===== config.mk =====
export PLATFORM = sky130hd
export DESIGN_NAME = atr_out_bank
export DESIGN_NICKNAME = d
export VERILOG_FILES = /design/src/rtl/atr_pkg.sv /design/src/rtl/atr_regfile.sv /design/src/rtl/atr_state_decode.sv /design/src/rtl/atr_bit_mux.sv /design/src/rtl/atr_out_bank.sv
export SDC_FILE = /design/constraint.sdc
export NUM_CORES = 1
export LEC_CHECK = 0
export BUFFER_PORTS_ARGS = -buffer_cell sky130_fd_sc_hd__clkbuf_2
export CORE_UTILIZATION = 30
export CTS_BUF_LIST = sky130_fd_sc_hd__clkbuf_4
export CTS_CLUSTER_DIAMETER = 50
export DETAILED_ROUTE_END_ITERATION = 8
export GPL_ROUTABILITY_DRIVEN = 0
export SLEW_MARGIN = 20
export SYNTH_ARGS = -nofsm -noshare
export SYNTH_HDL_FRONTEND = slang
export SYNTH_SLANG_ARGS = --single-unit

===== constraint.sdc =====
create_clock -name clk -period 4.05 [get_ports clk]
set_clock_uncertainty 0.2 [all_clocks]
set_input_delay 0.2025 -clock clk [delete_from_list [all_inputs] [get_ports clk]]
set_output_delay 0.2025 -clock clk [all_outputs]
set_load 0.03 [all_outputs]

===== src/rtl/atr_pkg.sv =====
package atr_pkg;
  localparam int NUM_REGS = 6;
  localparam int ADDR_W   = 3;

  // Encoding equals {tx, rx}; value doubles as the word's register offset.
  typedef enum logic [1:0] {
    RADIO_IDLE = 2'd0,
    RADIO_RX   = 2'd1,
    RADIO_TX   = 2'd2,
    RADIO_FDX  = 2'd3
  } radio_state_e;

  localparam logic [ADDR_W-1:0] SLOT_IDLE   = 3'd0;
  localparam logic [ADDR_W-1:0] SLOT_RX     = 3'd1;
  localparam logic [ADDR_W-1:0] SLOT_TX     = 3'd2;
  localparam logic [ADDR_W-1:0] SLOT_FDX    = 3'd3;
  localparam logic [ADDR_W-1:0] SLOT_MASK   = 3'd4;
  localparam logic [ADDR_W-1:0] SLOT_MANUAL = 3'd5;
endpackage


===== src/rtl/atr_regfile.sv =====
module atr_regfile
  import atr_pkg::*;
#(
  parameter int W = 8
) (
  input  logic                           clk,
  input  logic                           rst,
  input  logic                           wr_en,
  input  logic [ADDR_W-1:0]              wr_addr,
  input  logic [W-1:0]                   wr_data,
  output logic [NUM_REGS-1:0][W-1:0]     regs
);
  for (genvar k = 0; k < NUM_REGS; k++) begin : g_reg
    always_ff @(posedge clk) begin
      if (rst) begin
        regs[k] <= '0;
      end else if (wr_en && (wr_addr == ADDR_W'(k))) begin
        regs[k] <= wr_data;
      end
    end
  end


  unmapped_stable_chk: assert property (@(posedge clk) disable iff (rst)
    (wr_en && (wr_addr >= ADDR_W'(NUM_REGS))) |=> $stable(regs));


  manual_write_lands_chk: assert property (@(posedge clk) disable iff (rst)
    (wr_en && (wr_addr == SLOT_MANUAL)) |=> (regs[SLOT_MANUAL] == $past(wr_data)));


  mask_write_lands_chk: assert property (@(posedge clk) disable iff (rst)
    (wr_en && (wr_addr == SLOT_MASK)) |=> (regs[SLOT_MASK] == $past(wr_data)));
endmodule


===== src/rtl/atr_state_decode.sv =====
module atr_state_decode
  import atr_pkg::*;
(
  input  logic         rx_active,
  input  logic         tx_active,
  output radio_state_e state
);
  always_comb begin
    unique case ({tx_active, rx_active})
      2'b01:   state = RADIO_RX;
      2'b10:   state = RADIO_TX;
      2'b11:   state = RADIO_FDX;
      default: state = RADIO_IDLE;
    endcase
  end
endmodule


===== src/rtl/atr_bit_mux.sv =====
module atr_bit_mux #(
  parameter int W = 8
) (
  input  logic [W-1:0] cond_word,
  input  logic [W-1:0] hand_word,
  input  logic [W-1:0] sel_mask,
  output logic [W-1:0] merged
);
  for (genvar i = 0; i < W; i++) begin : g_bit
    assign merged[i] = sel_mask[i] ? cond_word[i] : hand_word[i];
  end
endmodule


===== src/rtl/atr_out_bank.sv =====
module atr_out_bank
  import atr_pkg::*;
#(
  parameter int OUT_W = 8
) (
  input  logic              clk,
  input  logic              rst,
  input  logic              wr_en,
  input  logic [2:0]        wr_addr,
  input  logic [OUT_W-1:0]  wr_data,
  input  logic              rx_active,
  input  logic              tx_active,
  output logic [OUT_W-1:0]  pins
);
  logic [NUM_REGS-1:0][OUT_W-1:0] regs;
  radio_state_e                   state;
  logic [OUT_W-1:0]               cond_word;
  logic [OUT_W-1:0]               merged;

  atr_regfile #(.W(OUT_W)) i_regs (
    .clk(clk), .rst(rst), .wr_en(wr_en), .wr_addr(wr_addr),
    .wr_data(wr_data), .regs(regs)
  );

  atr_state_decode i_dec (
    .rx_active(rx_active), .tx_active(tx_active), .state(state)
  );

  always_comb begin
    unique case (state)
      RADIO_RX:  cond_word = regs[SLOT_RX];
      RADIO_TX:  cond_word = regs[SLOT_TX];
      RADIO_FDX: cond_word = regs[SLOT_FDX];
      default:   cond_word = regs[SLOT_IDLE];
    endcase
  end

  atr_bit_mux #(.W(OUT_W)) i_mux (
    .cond_word(cond_word), .hand_word(regs[SLOT_MANUAL]),
    .sel_mask(regs[SLOT_MASK]), .merged(merged)
  );

  always_ff @(posedge clk) begin
    if (rst) pins <= '0;
    else     pins <= merged;
  end


  rst_clear_chk: assert property (@(posedge clk) rst |=> (pins == '0));


  idle_word_chk: assert property (@(posedge clk) disable iff (rst)
    (!rx_active && !tx_active && (regs[SLOT_MASK] == '1)) |=> (pins == $past(regs[SLOT_IDLE])));


  rx_word_chk: assert property (@(posedge clk) disable iff (rst)
    (rx_active && !tx_active && (regs[SLOT_MASK] == '1)) |=> (pins == $past(regs[SLOT_RX])));


  tx_word_chk: assert property (@(posedge clk) disable iff (rst)
    (!rx_active && tx_active && (regs[SLOT_MASK] == '1)) |=> (pins == $past(regs[SLOT_TX])));


  fdx_word_chk: assert property (@(posedge clk) disable iff (rst)
    (rx_active && tx_active && (regs[SLOT_MASK] == '1)) |=> (pins == $past(regs[SLOT_FDX])));


  manual_only_chk: assert property (@(posedge clk) disable iff (rst)
    (regs[SLOT_MASK] == '0) |=> (pins == $past(regs[SLOT_MANUAL])));
endmodule


[After elaboration in Yosys (flattened, before gate mapping)]
Cells that the tools add are included.
Storage, ports and cells
  flip-flop bits (word level): 56
  input port bits: 16
Cells by class
  eq/ne operators: 11
  multiplexer cells: 10
  reductions and logical operators: 7
Operators with widths (number)
  case mux 8 bit (3 select lines): 1
  == test 2 bit, second input constant: 4
  2-to-1 mux 1 bit: 8
  == test 3 x 2 -> 1 bit, second input constant: 2
  == test 3 bit, second input constant: 2
  logical AND 1 bit: 6
  case mux 2 bit (3 select lines): 1
  == test 2 x 1 -> 1 bit, second input constant: 2
  == test 3 x 1 -> 1 bit, second input constant: 1
  zero test 3 bit: 1

[Longest topological paths before layout]
Gate-level depths: netlist (run 1).
  depth in word-level cells: 5
  gate-level depth with buffers: 5
  gate-level depth less buffers: 3

[Hierarchy]
A second synthesis (run 1) with hierarchy kept.
Unflattened totals
  cells, all modules: 208
  area, all modules: 2468.6 µm²
Modules (own cells, without submodules)
  atr_regfile: instances 1, cells each 172, area each 1934.4 µm², sequential area each 960.9 µm²
  atr_out_bank: instances 1, cells each 26, area each 406.6 µm², sequential area each 160.2 µm²
  atr_bit_mux: instances 1, cells each 8, area each 120.1 µm², sequential area each 0.0 µm²
  atr_state_decode: instances 1, cells each 2, area each 7.5 µm², sequential area each 0.0 µm²

[Worst setup path before layout (run 1)]
OpenSTA, ideal clock, no wires.
  path type: in2reg
  start point: input port rx_active
  end point: register pins[0]
  arrival time: 1.117 ns
  required time: 3.722 ns
  path slack: 2.606 ns
  stages: 4
  path buffers: 1
  cell sequence: buf_2 -> mux4_2 -> mux2i_1 -> nor2_1
On the way
  word-level cells in the longest chain between the ends: 5
  elaborated cells between the ends (all ways): 9
  classes of those cells: 6 x eq/ne; 3 x mux
RTL lines
  from (decl): RTL line atr_out_bank.sv:11  | input logic rx_active,
  == test 2 bit / == test 2 x 1 -> 1 bit (equally long branches): RTL line atr_state_decode.sv:9  | unique case ({tx_active, rx_active})
  case mux 2 bit (3 select lines) (*): RTL line atr_state_decode.sv:9
  == test 2 bit / == test 2 x 1 -> 1 bit (equally long branches): RTL line atr_out_bank.sv:30  | unique case (state)
  case mux 8 bit (3 select lines) (*): RTL line atr_out_bank.sv:30
  2-to-1 mux 1 bit (*): RTL line atr_bit_mux.sv:10  | assign merged[i] = sel_mask[i] ? cond_word[i] : hand_word[i];
  to (signal assigned): RTL line atr_out_bank.sv:45  | else pins <= merged;
  to (decl): RTL line atr_out_bank.sv:13  | output logic [OUT_W-1:0] pins
Mark *: on every way between the ends. The rest lies on a longest branch, timed or not.
A chain may end at the register's enable or synchronous reset.

[Worst setup path in the final report (run 1)]
  start point: register i_regs.regs[12] (netlist name)
  end point: register pins[4]
On the way
  word-level cells in the longest chain between the ends: 2
RTL lines
  from (decl): RTL line atr_regfile.sv:11  | output logic [NUM_REGS-1:0][W-1:0] regs
  from (signal, indexed assignment): RTL line atr_regfile.sv:18  | regs[k] <= wr_data;
  case mux 8 bit (3 select lines): RTL line atr_out_bank.sv:30
  2-to-1 mux 1 bit: RTL line atr_bit_mux.sv:10
No other way between the ends.

==> qor.yml, run 1 <==
clocking:
  cts_setup_buffers: 0
  cts.sinks: 56
  cts_hold_buf: 8
  htree_levels: 2
  cts_made_buffers: 5
  path_clk_slew_ns: 0.16
  cts_resized: 0
  clkLatencyLatePin_ns: 0.37
  cts_tree: "yes"
  root_buffer: "clkbuf_4"
  clk_path_buf_depth: 2
worst_setup_path:
  critPathBufInv: 0
  cp-start-kind: "flip-flop"
  path_class: "flip-flop to flip-flop"
  arrival_ns: 1.39
  worst_ep_required_time_ns: 4.10
  cp_slowest_cell: "mux4_2"
  max_stage_delay_ns: 0.47
  crit_family: "multiplexers"
  path_cells: "mux4_2, mux2i_1, nor2_1"
  endpoint_kind: "flip-flop"
  critical_path.max_fanout: 2
synthesis:
  yosys.area.top_type_share_pct: 50.0
  synth_warnings: 0
  synth_seq_cells: 56
  synthFlopType: "dfxtp_1"
  synth.area.top_cells: "dfxtp_1, mux2i_1, mux4_2, nand2_1, a21oi_1"
  synth-async-reset-ratio_pct: 0
  synth.avg_cell_area_um2: 9.87
  synth_seq_area_share_pct: 50.0
  synth_edf_count: 0
  postSynthCellCount: 227
  synth_common_cells: "dfxtp_1, nand2_1, mux2i_1, nor2_1, a21oi_1"
  synth_top_cell_by_area: "dfxtp_1"
  yosysUniqueCellTypes: 16
  synthesis.area_um2: 2240
  post-synth-top-count-cell: "dfxtp_1"
  synthesis.nets: 243
detailed_routing:
  wl_per_cell_um: 12.2
  drt-initial-drc-count: 101
  drc: 0
  dr.pass1.iters: 4
  wirelength_mm: 4.26
  ant_nets: 0
  num_vias: 1536
  viasPerCell: 4.40
place:
  placed_area_um2: 2410
  dp_hpwl_mm: 3.05
  dp.cells: 333
  portBuffers: 23
timing:
  fmax_mhz: 744
  rsz0062_at_grt: "false"
  fin_crit_ns: 1.34
  min_period_over_period_pct: 33.2
  timing_hold_violations_final: 0
  slew_violations: 0
  slew_headroom_pct: 32.1
  worst_pin_slew_ns: 1.02
  setup_viol: 0
  setup-tns-final_ns: 0
power:
  power_leakage_nw: 0.878
  vdd_drop_max_mv: 0.128
  powerDensity_nw_per_um2: 346
finish:
  finalNonFillerCells: 349
  fin_util_pct: 35.1
  fin_area_um2: 2550
  syn_to_final_growth_pct: 13.7
  drive_above_1_share_pct: 17.6
  diodes: 0
  nNetsFinal: 265
hold_path:
  hp-class: "input port to flip-flop"
global_route:
  grt_max_degree: 57
  globalRouteTotalUtil_pct: 11.7
  grt_pass1_wl_mm: 7.07
  grt_pass1_vias: 1404
  antenna_found_initial: 0
  grt-ovfl-total: 0
floorplan:
  die_h_um: 88.4
  start_util_pct: 30.9
  core.rowCount: 31
  fp.coreArea_um2: 7250
  die_area_um2: 7820
  die_w_um: 88.4
  boundaryPins: 24
flow_run:
  maxCapViolations: 0
status:
  status: "complete, no violations"
## through the flow
step                      hold WS (ns)  setup WS [ns]  total power, mW
final                           0.0727           2.71            0.881
after global routing            0.0942           2.64            0.919
after CTS                       0.0618           2.70            0.891
after detailed placement         0.246           2.39            0.649
after global placement           0.241           2.42            0.648
after floorplan                  0.138           2.61            0.628
## path summary, 6_finish.rpt
kind	startpoint	to	slack, ns	cells after the start
worst min-delay path	wr_addr[0]	i_regs.regs[0]$_SDFFE_PP0P_	0.07	4
worst max-delay path	i_regs.regs[12]$_SDFFE_PP0P_	pins[4]$_SDFF_PP0_	2.71	3
worst max register to register	i_regs.regs[12]$_SDFFE_PP0P_	pins[4]$_SDFF_PP0_	2.71	3
worst min register to register	i_regs.regs[24]$_SDFFE_PP0P_	i_regs.regs[24]$_SDFFE_PP0P_	0.26	2
## cell type report
cell class                      instances  area [um^2]
Fill cell                             763         4700
Sequential cell                        56         1120
Multi-Input combinational cell        153         1040
Timing Repair Buffer                   33          210
Tap cell                               99          124
Clock buffer                            6         45.0
Clock inverter                          2         11.3
## routing by layer
layer	up-vias	global-route usage, %	routed length [um]
met5	-	0	0
met4	0	3.96	54
met3	6	3.17	155
met2	21	17.7	1850
met1	696	16.1	2200
li1	813	-	-
## registers in the layout, indices dropped and copies added, names as in the netlist
register and cells:
pins 8, i_regs.regs 48
## tightest hold or removal path, stage by stage
cell	delay, ns
clkbuf_2	0.19
nor4b_4	0.11
nand2_1	0.07
a21oi_1	0.05
## power breakdown
group          switching, mW  internal, mW
Clock                  0.165        0.0732
Sequential           0.00539         0.562
Combinational         0.0431        0.0318
Total                  0.214         0.667
## logic make-up (layout without fill, tap and decap cells)
| logic type | Yosys count | after routing | share of synthesized area, % |
|---|---|---|---|
| buf+inv | 18 | 41 | 4.24 |
| flops | 56 | 56 | 50.0 |
| compound gates | 24 | 24 | 5.36 |
| simple gates | 89 | 89 | 18.0 |
| mux | 40 | 40 | 22.3 |
## placed cells by master, fill, tap and decap left out, types with 6 or more instances in the layout
master,n
dlygate4sd3_1,8
mux4_2,8
clkbuf_4,6
nor2_1,32
a21oi_1,24
mux2i_1,32
dfxtp_1,56
nand2_1,48
clkbuf_2,22
No activity file was read; power rests on OpenSTA's default activity.
==> run 2: changes to the inputs <==
ABC_AREA = 1   (was not set)
clock period = 1.15 ns   (was 4.05 ns; I/O delays follow)
==> run 2 against run 1 <==
- sequential power rose to 3.5 times the previous value
- clock power grew to 3.4 times the previous value
- wire length increased by 39%
- first-iteration DRC count grew 50%
- the run now ends with hold timing left
- sequential cell count stayed put
- sequential share of layout area decreased by 5.5 points
- combinational power grew to 5.4 times the previous value
- core utilization up 5.0 points
- setup slack got worse by 2.7 ns
- via count is 38% higher
- total power rose to 3.7 times the previous value
- cell area rose by 15%
- critical path type is now flip-flop to output port
==> qor.yml, run 2 <==
synthesis:
  synth_edf_count: 0  # unchanged
  post-synth-top-count-cell: "nand2_1"  # was dfxtp_1
  synth_top_cell_by_area: "dfxtp_1"  # unchanged
  synth_seq_area_share_pct: 49.0  # was 50.0%
  synth_seq_cells: 56  # unchanged
  synthesis.area_um2: 2290  # was 2240 um^2
  synth_common_cells: "nand2_1, dfxtp_1, a21oi_1"  # was dfxtp_1, nand2_1, mux2i_1, nor2_1, a21oi_1
  synth_xor_area_share_pct: 0  # unchanged
  synthesis.nets: 314  # was 243
  postSynthCellCount: 298  # was 227
  synth_mux_area_share_pct: 0  # was 22.3%
  synth_compound_gate_area_share_pct: 18.4  # was 5.36%
  synth_top_family_by_area: "simple AND/OR/NAND/NOR gates"  # was multiplexers
  yosysUniqueCellTypes: 19  # was 16
  synth_warnings: 0  # unchanged
  yosys.area.top_type_share_pct: 49.0  # was 50.0%
  synth.avg_cell_area_um2: 7.68  # was 9.87 um^2
  synth-simple-area-share_pct: 25.1  # was 18.0%
  synth-async-reset-ratio_pct: 0  # unchanged
  synthAdderAreaFrac_pct: 0  # unchanged
  synth.area.top_cells: "dfxtp_1, nand2_1, a21oi_1, a211oi_1, nand3_1"  # was dfxtp_1, mux2i_1, mux4_2, nand2_1, a21oi_1
  synthFlopType: "dfxtp_1"  # unchanged
detailed_routing:
  dr.pass1.iters: 4  # unchanged
  wirelength_mm: 5.93  # was 4.26 mm
  num_vias: 2121  # was 1536
  drc: 0  # unchanged
  ant_nets: 0  # unchanged
  viasPerCell: 4.65  # was 4.40
  wl_per_cell_um: 13.0  # was 12.2 um
  drt-initial-drc-count: 152  # was 101
worst_setup_path:
  max_stage_delay_ns: 0.37  # was 0.47 ns
  arrival_ns: 0.86  # was 1.39 ns
  rrSetupSlack_ns: 0.11  # was 2.71 ns
  crit_family: "flip-flops"  # was multiplexers
  critical_path.max_fanout: 1  # was 2
  endpoint_kind: "output port"  # was flip-flop
  cp_slowest_cell: "dfxtp_2"  # was mux4_2
  path_class: "flip-flop to output port"  # was flip-flop to flip-flop
  rr_startpoint: "i_regs.regs[13]$_SDFFE_PP0P_"  # was i_regs.regs[12]$_SDFFE_PP0P_
  critPathLaunch: "pins[0]$_SDFF_PP0_"  # was i_regs.regs[12]$_SDFFE_PP0P_
  path_cells: "buf_8"  # was mux4_2, mux2i_1, nor2_1
  r2r_end: "pins[5]$_SDFF_PP0_"  # was pins[4]$_SDFF_PP0_
  worst_ep_required_time_ns: 0.89  # was 4.10 ns
  rr_worst_depth: 4  # was 3
  cp-start-kind: "flip-flop"  # unchanged
  critPathBufInv: 1  # was 0
global_route:
  antenna_found_initial: 0  # unchanged
  grt_pass1_wl_mm: 9.72  # was 7.07 mm
  globalRouteTotalUtil_pct: 16.4  # was 11.7%
  grt_max_degree: 25  # was 57
  grt_pass1_vias: 1998  # was 1404
  grt-ovfl-total: 0  # unchanged
floorplan:
  die_w_um: 89.4  # was 88.4 um
  core.rowCount: 31  # unchanged
  die_h_um: 89.4  # was 88.4 um
  boundaryPins: 24  # unchanged
  start_util_pct: 31.2  # was 30.9%
  fp.coreArea_um2: 7330  # was 7250 um^2
  die_area_um2: 7990  # was 7820 um^2
hold_path:
  whs_path_depth: 6  # was 4
  worstHoldStart: "wr_addr[0]"  # unchanged
  hold_end: "i_regs.regs[20]$_SDFFE_PP0P_"  # was i_regs.regs[0]$_SDFFE_PP0P_
  hp-class: "input port to flip-flop"  # unchanged
timing:
  min_period_over_period_pct: 97.1
  slew_headroom_pct: 44.9  # was 32.1%
  fmax_mhz: 896
  worst_pin_slew_ns: 0.823  # was 1.02 ns
  rsz0062_at_grt: "true"  # was false
  slew_violations: 0  # unchanged
  setup_viol: 0  # unchanged
  timing_hold_violations_final: 4  # was 0
  setup-tns-final_ns: 0  # unchanged
  holdWs_ns: -0.00356  # was 0.0727 ns
  fin_crit_ns: 1.12
clocking:
  cts.sinks: 56  # unchanged
  cts_tree: "yes"  # unchanged
  root_buffer: "clkbuf_4"  # unchanged
  path_clk_slew_ns: 0.15  # was 0.16 ns
  clkLatencyLatePin_ns: 0.37  # about the same
  cts_made_buffers: 5  # unchanged
  htree_levels: 2  # unchanged
  clk_path_buf_depth: 2  # unchanged
finish:
  largest_register_ffs: 48  # unchanged
  diodes: 0  # unchanged
  nNetsFinal: 373  # was 265
  final_common_cell: "nand2_1"  # was dfxtp_1
  reg_top3: "i_regs.regs: 48 flops, pins: 8 flops"  # unchanged
  syn_to_final_growth_pct: 28.4  # was 13.7%
  fin_area_um2: 2940  # was 2550 um^2
  fillCellCount: 781  # was 763
  drive_above_1_share_pct: 20.2  # was 17.6%
  final_cell_mix: "nand2_1, a21oi_1, dfxtp_1, buf_4, inv_1"  # was dfxtp_1, nand2_1, mux2i_1, nor2_1, a21oi_1
  top_register: "i_regs.regs"  # unchanged
place:
  portBuffers: 23  # unchanged
  dp_hpwl_mm: 3.97  # was 3.05 mm
  placed_area_um2: 2620  # was 2410 um^2
power:
  powerDensity_nw_per_um2: 1100  # was 346 nW/um^2
  power_leakage_nw: 1.12  # was 0.878 nW
  vdd_drop_max_mv: 0.425  # was 0.128 mV
flow_run:
  maxCapViolations: 0  # unchanged
status:
  status: "finished with violations"  # was complete, no violations
  violations: "hold timing"
## run 2: worst max path at each step
stage | end | slack, ns | cells after the start
after floorplan | pins[0]$_SDFF_PP0_ | 0.10 | 5
after global placement | pins[6]$_SDFF_PP0_ | -0.23 | 5
after detailed placement | pins[2]$_SDFF_PP0_ | -0.26 | 5
after CTS | pins[7] | 0.0001 | 1
after global routing | pins[6] | -0.01 | 1
final | pins[0] | 0.03 | 1
## run 2: logic make-up (layout without fill, tap and decap cells)
kind of cell	count (synthesis)	count (layout)
and+or+nand+nor	132	132
DFF	56	56
AOI/OAI and AO/OA	72	72
buffers and inverters	38	97
## run 2: layout make-up
cell class | count | area (um^2) | share of cell area (%)
sequential | 56 | 1130 | 38.5
tap | 99 | 124 | 4.21
clock inverter | 2 | 7.51 | 0.255
multi-input combinational | 204 | 996 | 33.9
timing repair buffer | 65 | 549 | 18.7
inverter | 25 | 95.1 | 3.23
clock buffer | 5 | 37.5 | 1.28
## run 2: layer usage
| layer | share of wire, % | vias up | track usage [%] |
|---|---|---|---|
| met1 | 49 | 970 | 22.4 |
| li1 | - | 1108 | - |
| met2 | 47 | 37 | 26.4 |
| met4 | 0.86 | 0 | 4.76 |
| met3 | 3.8 | 6 | 2.86 |
| met5 | 0 | - | 0 |
## run 2: through the flow
stage	std cells	worst slack, ns	util, %	total power [mW]
after floorplan	298	0.103	-	2.24
final	456	0.0335	40.1	3.23
after detailed placement	430	-0.264	35.8	2.40
after global routing	456	-0.0150	40.1	3.39
after global placement	430	-0.226	35.8	2.39
after CTS	450	0.000143	39.2	3.22
## run 2: repair_timing
action,CTS,global route
resized for setup,21,12
setup endpoints to repair,8,12
pin swaps,0,1
endpoints found under the hold margin,56,5
hold buffers,13,3
buffers inserted,0,3
## run 2: power by group
group          switching, mW  total [mW]  internal, mW
combinational          0.236       0.407         0.171
sequential            0.0201        2.01          1.99
clock                  0.600       0.816         0.216
